===== src/rtl/bas_pkg.sv =====
package bas_pkg;
  typedef enum logic [1:0] {PH1 = 2'd0, PH2 = 2'd1, PH3 = 2'd2, PH4 = 2'd3} phase_t;
  typedef enum logic [1:0] {ST_IDLE, ST_ADDR, ST_DATA, ST_TERM} seq_t;
endpackage


===== src/rtl/bas_phase_ctr.sv =====
module bas_phase_ctr
  import bas_pkg::*;
(
  input  logic   clk,
  input  logic   rst_n,
  output phase_t ph
);
  logic [1:0] ph_inc;
  phase_t     ph_d;

  always_comb begin
    ph_inc = ph + 2'd1;
    ph_d   = phase_t'(ph_inc);
  end

  always_ff @(posedge clk or negedge rst_n) begin
    if (!rst_n) ph <= PH1;
    else        ph <= ph_d;
  end
endmodule


===== src/rtl/bas_seq_fsm.sv =====
module bas_seq_fsm
  import bas_pkg::*;
#(
  parameter int DW = 16
) (
  input  logic          clk,
  input  logic          rst_n,
  input  phase_t        ph,
  input  logic          req_valid,
  input  logic          req_write,
  input  logic [DW-1:0] req_addr,
  input  logic [DW-1:0] req_wdata,
  input  logic [DW-1:0] bus_in,
  input  logic          ack_i,
  input  logic          hold_i,
  output logic          req_ready,
  output seq_t          st,
  output logic          wr_q,
  output logic          rpt_q,
  output logic [DW-1:0] addr_q,
  output logic [DW-1:0] wdata_q,
  output logic [DW-1:0] rdata_q
);
  seq_t st_d;
  logic rpt_d, ok_q, ok_d;
  logic take_en, cap_en;

  always_comb begin
    st_d      = st;
    rpt_d     = rpt_q;
    ok_d      = ok_q;
    take_en   = 1'b0;
    cap_en    = 1'b0;
    req_ready = (st == ST_IDLE) && (ph == PH4);
    case (st)
      ST_IDLE: if (req_ready && req_valid) begin
        take_en = 1'b1;
        st_d    = ST_ADDR;
      end
      ST_ADDR: if (ph == PH4) begin
        st_d  = ST_DATA;
        rpt_d = 1'b0;
        ok_d  = 1'b0;
      end
      ST_DATA: begin
        if (ph == PH3) begin
          ok_d   = ack_i && !hold_i;
          cap_en = ack_i && !hold_i && !wr_q;
        end
        if (ph == PH4) begin
          if (ok_q) st_d = ST_TERM;
          else      rpt_d = 1'b1;
        end
      end
      ST_TERM: if (ph == PH4) begin
        st_d  = ST_IDLE;
        rpt_d = 1'b0;
        ok_d  = 1'b0;
      end
      default: st_d = ST_IDLE;
    endcase
  end

  always_ff @(posedge clk or negedge rst_n) begin
    if (!rst_n) begin
      st    <= ST_IDLE;
      rpt_q <= 1'b0;
      ok_q  <= 1'b0;
      wr_q  <= 1'b0;
    end else begin
      st    <= st_d;
      rpt_q <= rpt_d;
      ok_q  <= ok_d;
      if (take_en) wr_q <= req_write;
    end
  end

  always_ff @(posedge clk or negedge rst_n) begin
    if (!rst_n) begin
      addr_q  <= '0;
      wdata_q <= '0;
      rdata_q <= '0;
    end else begin
      if (take_en) begin
        addr_q  <= req_addr;
        wdata_q <= req_wdata;
      end
      if (cap_en) rdata_q <= bus_in;
    end
  end
endmodule


===== src/rtl/bas_strobe_dec.sv =====
module bas_strobe_dec
  import bas_pkg::*;
#(
  parameter int DW = 16
) (
  input  seq_t          st,
  input  phase_t        ph,
  input  logic          wr_q,
  input  logic          rpt_q,
  input  logic [DW-1:0] addr_q,
  input  logic [DW-1:0] wdata_q,
  output logic          addr_strobe,
  output logic          rd_strobe,
  output logic          wr_strobe,
  output logic          bus_oe,
  output logic [DW-1:0] bus_out,
  output logic          done
);
  logic in_addr, in_data, in_term, p1;

  always_comb begin
    in_addr     = (st == ST_ADDR);
    in_data     = (st == ST_DATA);
    in_term     = (st == ST_TERM);
    p1          = (ph == PH1);
    addr_strobe = (in_addr && !p1) || in_data || (in_term && p1);
    rd_strobe   = !wr_q && ((in_data && (!p1 || rpt_q)) || (in_term && p1));
    wr_strobe   = wr_q && (in_data || (in_term && ph != PH4));
    bus_oe      = in_addr || (wr_q ? (in_data || in_term) : (in_data && p1 && !rpt_q));
    bus_out     = (wr_q && !in_addr) ? wdata_q : addr_q;
    done        = in_term && (ph == PH4);
  end
endmodule


===== src/rtl/bus_access_seq.sv =====
module bus_access_seq
  import bas_pkg::*;
#(
  parameter int DW = 16
) (
  input  logic          clk,
  input  logic          rst_n,
  input  logic          req_valid,
  input  logic          req_write,
  input  logic [DW-1:0] req_addr,
  input  logic [DW-1:0] req_wdata,
  output logic          req_ready,
  output logic          done,
  output logic [DW-1:0] rd_data,
  output logic [DW-1:0] bus_out,
  output logic          bus_oe,
  input  logic [DW-1:0] bus_in,
  output logic          addr_strobe,
  output logic          rd_strobe,
  output logic          wr_strobe,
  input  logic          ack_i,
  input  logic          hold_i,
  output logic [1:0]    phase_o
);
  logic [1:0]    rst_sync;
  logic          rst_q;
  phase_t        ph;
  seq_t          st;
  logic          wr_q, rpt_q;
  logic [DW-1:0] addr_q, wdata_q;

  // assert asynchronously, release on the clock
  always_ff @(posedge clk or negedge rst_n) begin
    if (!rst_n) rst_sync <= 2'b00;
    else        rst_sync <= {rst_sync[0], 1'b1};
  end
  assign rst_q   = rst_sync[1];
  assign phase_o = ph;

  bas_phase_ctr u_ph (.clk(clk), .rst_n(rst_q), .ph(ph));

  bas_seq_fsm #(.DW(DW)) u_fsm (
    .clk(clk), .rst_n(rst_q), .ph(ph),
    .req_valid(req_valid), .req_write(req_write),
    .req_addr(req_addr), .req_wdata(req_wdata),
    .bus_in(bus_in), .ack_i(ack_i), .hold_i(hold_i),
    .req_ready(req_ready), .st(st), .wr_q(wr_q), .rpt_q(rpt_q),
    .addr_q(addr_q), .wdata_q(wdata_q), .rdata_q(rd_data)
  );

  bas_strobe_dec #(.DW(DW)) u_dec (
    .st(st), .ph(ph), .wr_q(wr_q), .rpt_q(rpt_q),
    .addr_q(addr_q), .wdata_q(wdata_q),
    .addr_strobe(addr_strobe), .rd_strobe(rd_strobe), .wr_strobe(wr_strobe),
    .bus_oe(bus_oe), .bus_out(bus_out), .done(done)
  );
endmodule


===== config.mk =====
export PLATFORM = sky130hd
export DESIGN_NAME = bus_access_seq
export DESIGN_NICKNAME = d
export VERILOG_FILES = /design/src/rtl/bas_pkg.sv /design/src/rtl/bas_phase_ctr.sv /design/src/rtl/bas_seq_fsm.sv /design/src/rtl/bas_strobe_dec.sv /design/src/rtl/bus_access_seq.sv
export SDC_FILE = /design/constraint.sdc
export NUM_CORES = 1
export LEC_CHECK = 0
export BUFFER_PORTS_ARGS = -buffer_cell sky130_fd_sc_hd__buf_2
export CORE_UTILIZATION = 50
export DETAILED_ROUTE_END_ITERATION = 16
export PLACE_DENSITY = 0.81
export SLEW_MARGIN = 20
export SYNTH_ARGS = -nofsm -noshare
export SYNTH_HDL_FRONTEND = slang
export SYNTH_SLANG_ARGS = --single-unit

===== constraint.sdc =====
create_clock -name clk -period 4.6 [get_ports clk]
set_input_delay 0.69 -clock clk [delete_from_list [all_inputs] [get_ports clk]]
set_output_delay 0.69 -clock clk [all_outputs]
set_load 0.01 [all_outputs]

==> metrics.md <==
| Metric | Value |
|---|---|
| Status | finished, final reports clean |
| Placed insts | between 300 and 400 |
| Clock root buffer | clkbuf_8 |
| Via count | roughly 1700 |
| Min Hold Slack | around 0.14 ns |
| Initial Util | 0.5325 |
| Final std cells w/o fill | between 300 and 400 |
| Max Clk Rate | around 330 MHz |
| Distinct cells, synth | 26 |
| Vias per cell | approximately 5 |
| RSZ-0062 raised after global routing | no |
| Commonest cells after routing, fill and taps aside | buf_2 (93), mux2_2 (65), dfrtp_1 (56) |
| CP Class | reg2out |
| IO buf count | a little over 90 |
| Post-route minimum period | 3.025 ns |
| CP max-delay cell | nand2b_1 |
| Clock sink total | 57 |
| Synth Instances | roughly 180 |
| Layout cells sized above 1 | 0.6487 |
| CTS HTree Levels | 3 |
| Ys Warns | 0 |
| First-pass GRT wire length | around 8000 um |
| GRT Total Usage | 0.2007 |
| Critical Path RT | 3.91 ns |
| Worst-path clk slew | 0.07 ns |
| Area growth syn-to-layout | 29.27% |
| # resized after CTS | 0 |
| Die area | between 0.005 and 0.006 mm^2 |
| Initial antenna violation count | 0 |
| Maximum vdd drop | 327.8 uV |
| Diode count | 0 |
| Gp weighted congestion | around 0.8 |
| Setup repair bufs after CTS | 0 |
| Leak pwr | approximately 0.0017 uW |
| Fillers | roughly 380 |
| HP Class | in2async |
| Synth Register Bits | 57 |
| Core Area | a little under 0.005 mm^2 |
| Final Hold Viols | 0 |
| Die Y | between 70 and 80 um |
| Post-Route WL | 4886 um |
| Final Cycle Share | 0.6577 |
| # nets final | about 340 |
| Power Density | approximately 680 mW/mm^2 |
| Max_cap viols | 0 |
| Chip Width | about 74 um |
| # hold bufs at CTS | 0 |
| CP max stage delay | between 0.6 and 0.7 ns |
| Peak fanout along the critical path | 16 |
| Post-route DRC | 0 |
| 1st-iter DRT viols | between 50 and 60 |
| Mapped Nets | roughly 240 |
| Setup TNS | 0 ns |
| WP data arrival | ~2.3 ns |
| Clock Skew | around 0.0070 ns |
| Worst-Skew Late Latency | between 0.3 and 0.4 ns |
| Final setup fails | 0 |
| Crit path max-delay family | simple AND/OR/NAND/NOR gates |
| CTS max path bufs | 2 |
| Most common cell after layout, fill and taps aside | buf_2 |
| CP Launch Type | flop |
| Average size of a mapped cell | 14.66 um^2 |
| Ports | 94 |
| Bufs and invs on worst path | 2 |
| CP endpoint kind | primary output |
| Slew HR | 0.4643 |
| Mapped Area | approximately 0.0026 mm^2 |
| Antenna Violating Nets Remaining | 0 |
| Final Max Slew Viols | 0 |
| Worst-margin pin slew | 0.8036 ns |
| Vias in the first global route | 1801 |
| Largest net degree at the start of global routing | 56 |
| Gr ovfl total | 0 |
| DR WL/cell | about 14 um |
| CTS buffer count | 9 |
| CTS tree | done |
| Seq/Total Area, Yosys | 0.5561 |
| Detail Placement HPWL | ~3500 um |
| First-pass DRT Iterations | 4 |
| Crit-path cells | inv_1 > ha_1 > nand2b_1 > mux2_2 > buf_2 |
| Row count | 25 |
==> state kept, by name (all words and copies together), names as in the netlist <==
signal	count
rst_sync	2
u_fsm.addr_q	16
u_fsm.ok_q	1
u_fsm.rdata_q	16
u_fsm.rpt_q	1
u_fsm.st	2
u_fsm.wdata_q	16
u_fsm.wr_q	1
u_ph.ph	2
==> Yosys cell counts, drive strengths merged <==
cell type  count  share of area
nor2b          2         0.0049
mux2i          1         0.0039
and4bb         1         0.0049
buf            6          0.014
mux2          66           0.29
nand3          1         0.0068
nand2b         2         0.0049
a221oi         1          0.010
o31ai          2         0.0059
o21ai          1         0.0019
a21oi          6          0.012
and2           2         0.0049
nand2          4         0.0068
o21bai         1         0.0029
o21ba          1         0.0039
conb           1         0.0015
nor2           2         0.0029
dfrtp         57           0.56
o21a           1         0.0029
ha             9          0.044
nand3b         1         0.0029
a31o           1         0.0034
inv            6         0.0088
==> routing by layer <==
layer  vias to the layer above  wire length (um)  GRT usage
li1                        812                 -          -
met1                       819              2100     0.2297
met2                        60              2400     0.3405
met3                        11               271    0.05487
met4                         0               113     0.1090
met5                         -                 0          0
==> power by group <==
part	switching, uW	total (uW)	leakage (uW)	internal [uW]
registers	118	842	0.000709	724
logic	402	875	0.000888	473
clock network	193	525	0.000115	333
total	712	2240	0.00171	1530
==> cell type report <==
cell class | instances | area, um^2 | area share
clock buffer | 11 | 151.4 | 0.04566
clock inverter | 5 | 77.57 | 0.02340
inverter | 6 | 22.52 | 0.006792
multi-input combinational | 106 | 1080 | 0.3257
sequential | 57 | 1428 | 0.4306
tap | 67 | 83.83 | 0.02528
timing repair buffer | 94 | 473.0 | 0.1426
==> final timing paths <==
path	startpoint	to	slack [ns]	depth (start not counted)
setup / recovery	u_fsm.st[1]$_DFFE_PN0P_	bus_out[4]	1.57	5
min in group clk	rst_sync[0]$_DFF_PN0_	rst_sync[1]$_DFF_PN0_	0.35	0
hold reg to reg	rst_sync[0]$_DFF_PN0_	rst_sync[1]$_DFF_PN0_	0.35	0
max in group asynchronous	rst_sync[1]$_DFF_PN0_	u_fsm.rdata_q[12]$_DFFE_PN0P_	3.77	1
setup reg to reg	u_fsm.st[0]$_DFFE_PN0P_	u_fsm.st[1]$_DFFE_PN0P_	2.30	5
hold / removal	rst_n	rst_sync[1]$_DFF_PN0_	0.14	1
==> stage by stage <==
step / worst slack, ns / cell area (um^2) / utilization / total power [uW]
5_1_grt: 1.419 / 3316 / 0.6883 / 2393
2_1_floorplan: 2.358 / 2565 / - / 1419
3_5_place_dp: 1.896 / 3087 / 0.6408 / 1729
6_report: 1.575 / 3316 / 0.6883 / 2242
4_1_cts: 1.493 / 3316 / 0.6883 / 2265
3_3_place_gp: 1.967 / 3087 / 0.6408 / 1694
==> cell families after synthesis <==
| group | Yosys count | share of synthesized area |
|---|---|---|
| adder cells (fa/ha/maj) | 9 | 0.04390 |
| flip-flops | 57 | 0.5561 |
| other | 1 | 0.001462 |
| AO/OA/AOI/OAI | 14 | 0.04293 |
| AND/OR/NAND/NOR | 15 | 0.03903 |
| buffers and inverters | 12 | 0.02292 |
| multiplexers | 67 | 0.2937 |
No activity file was read; power rests on OpenSTA's default activity.
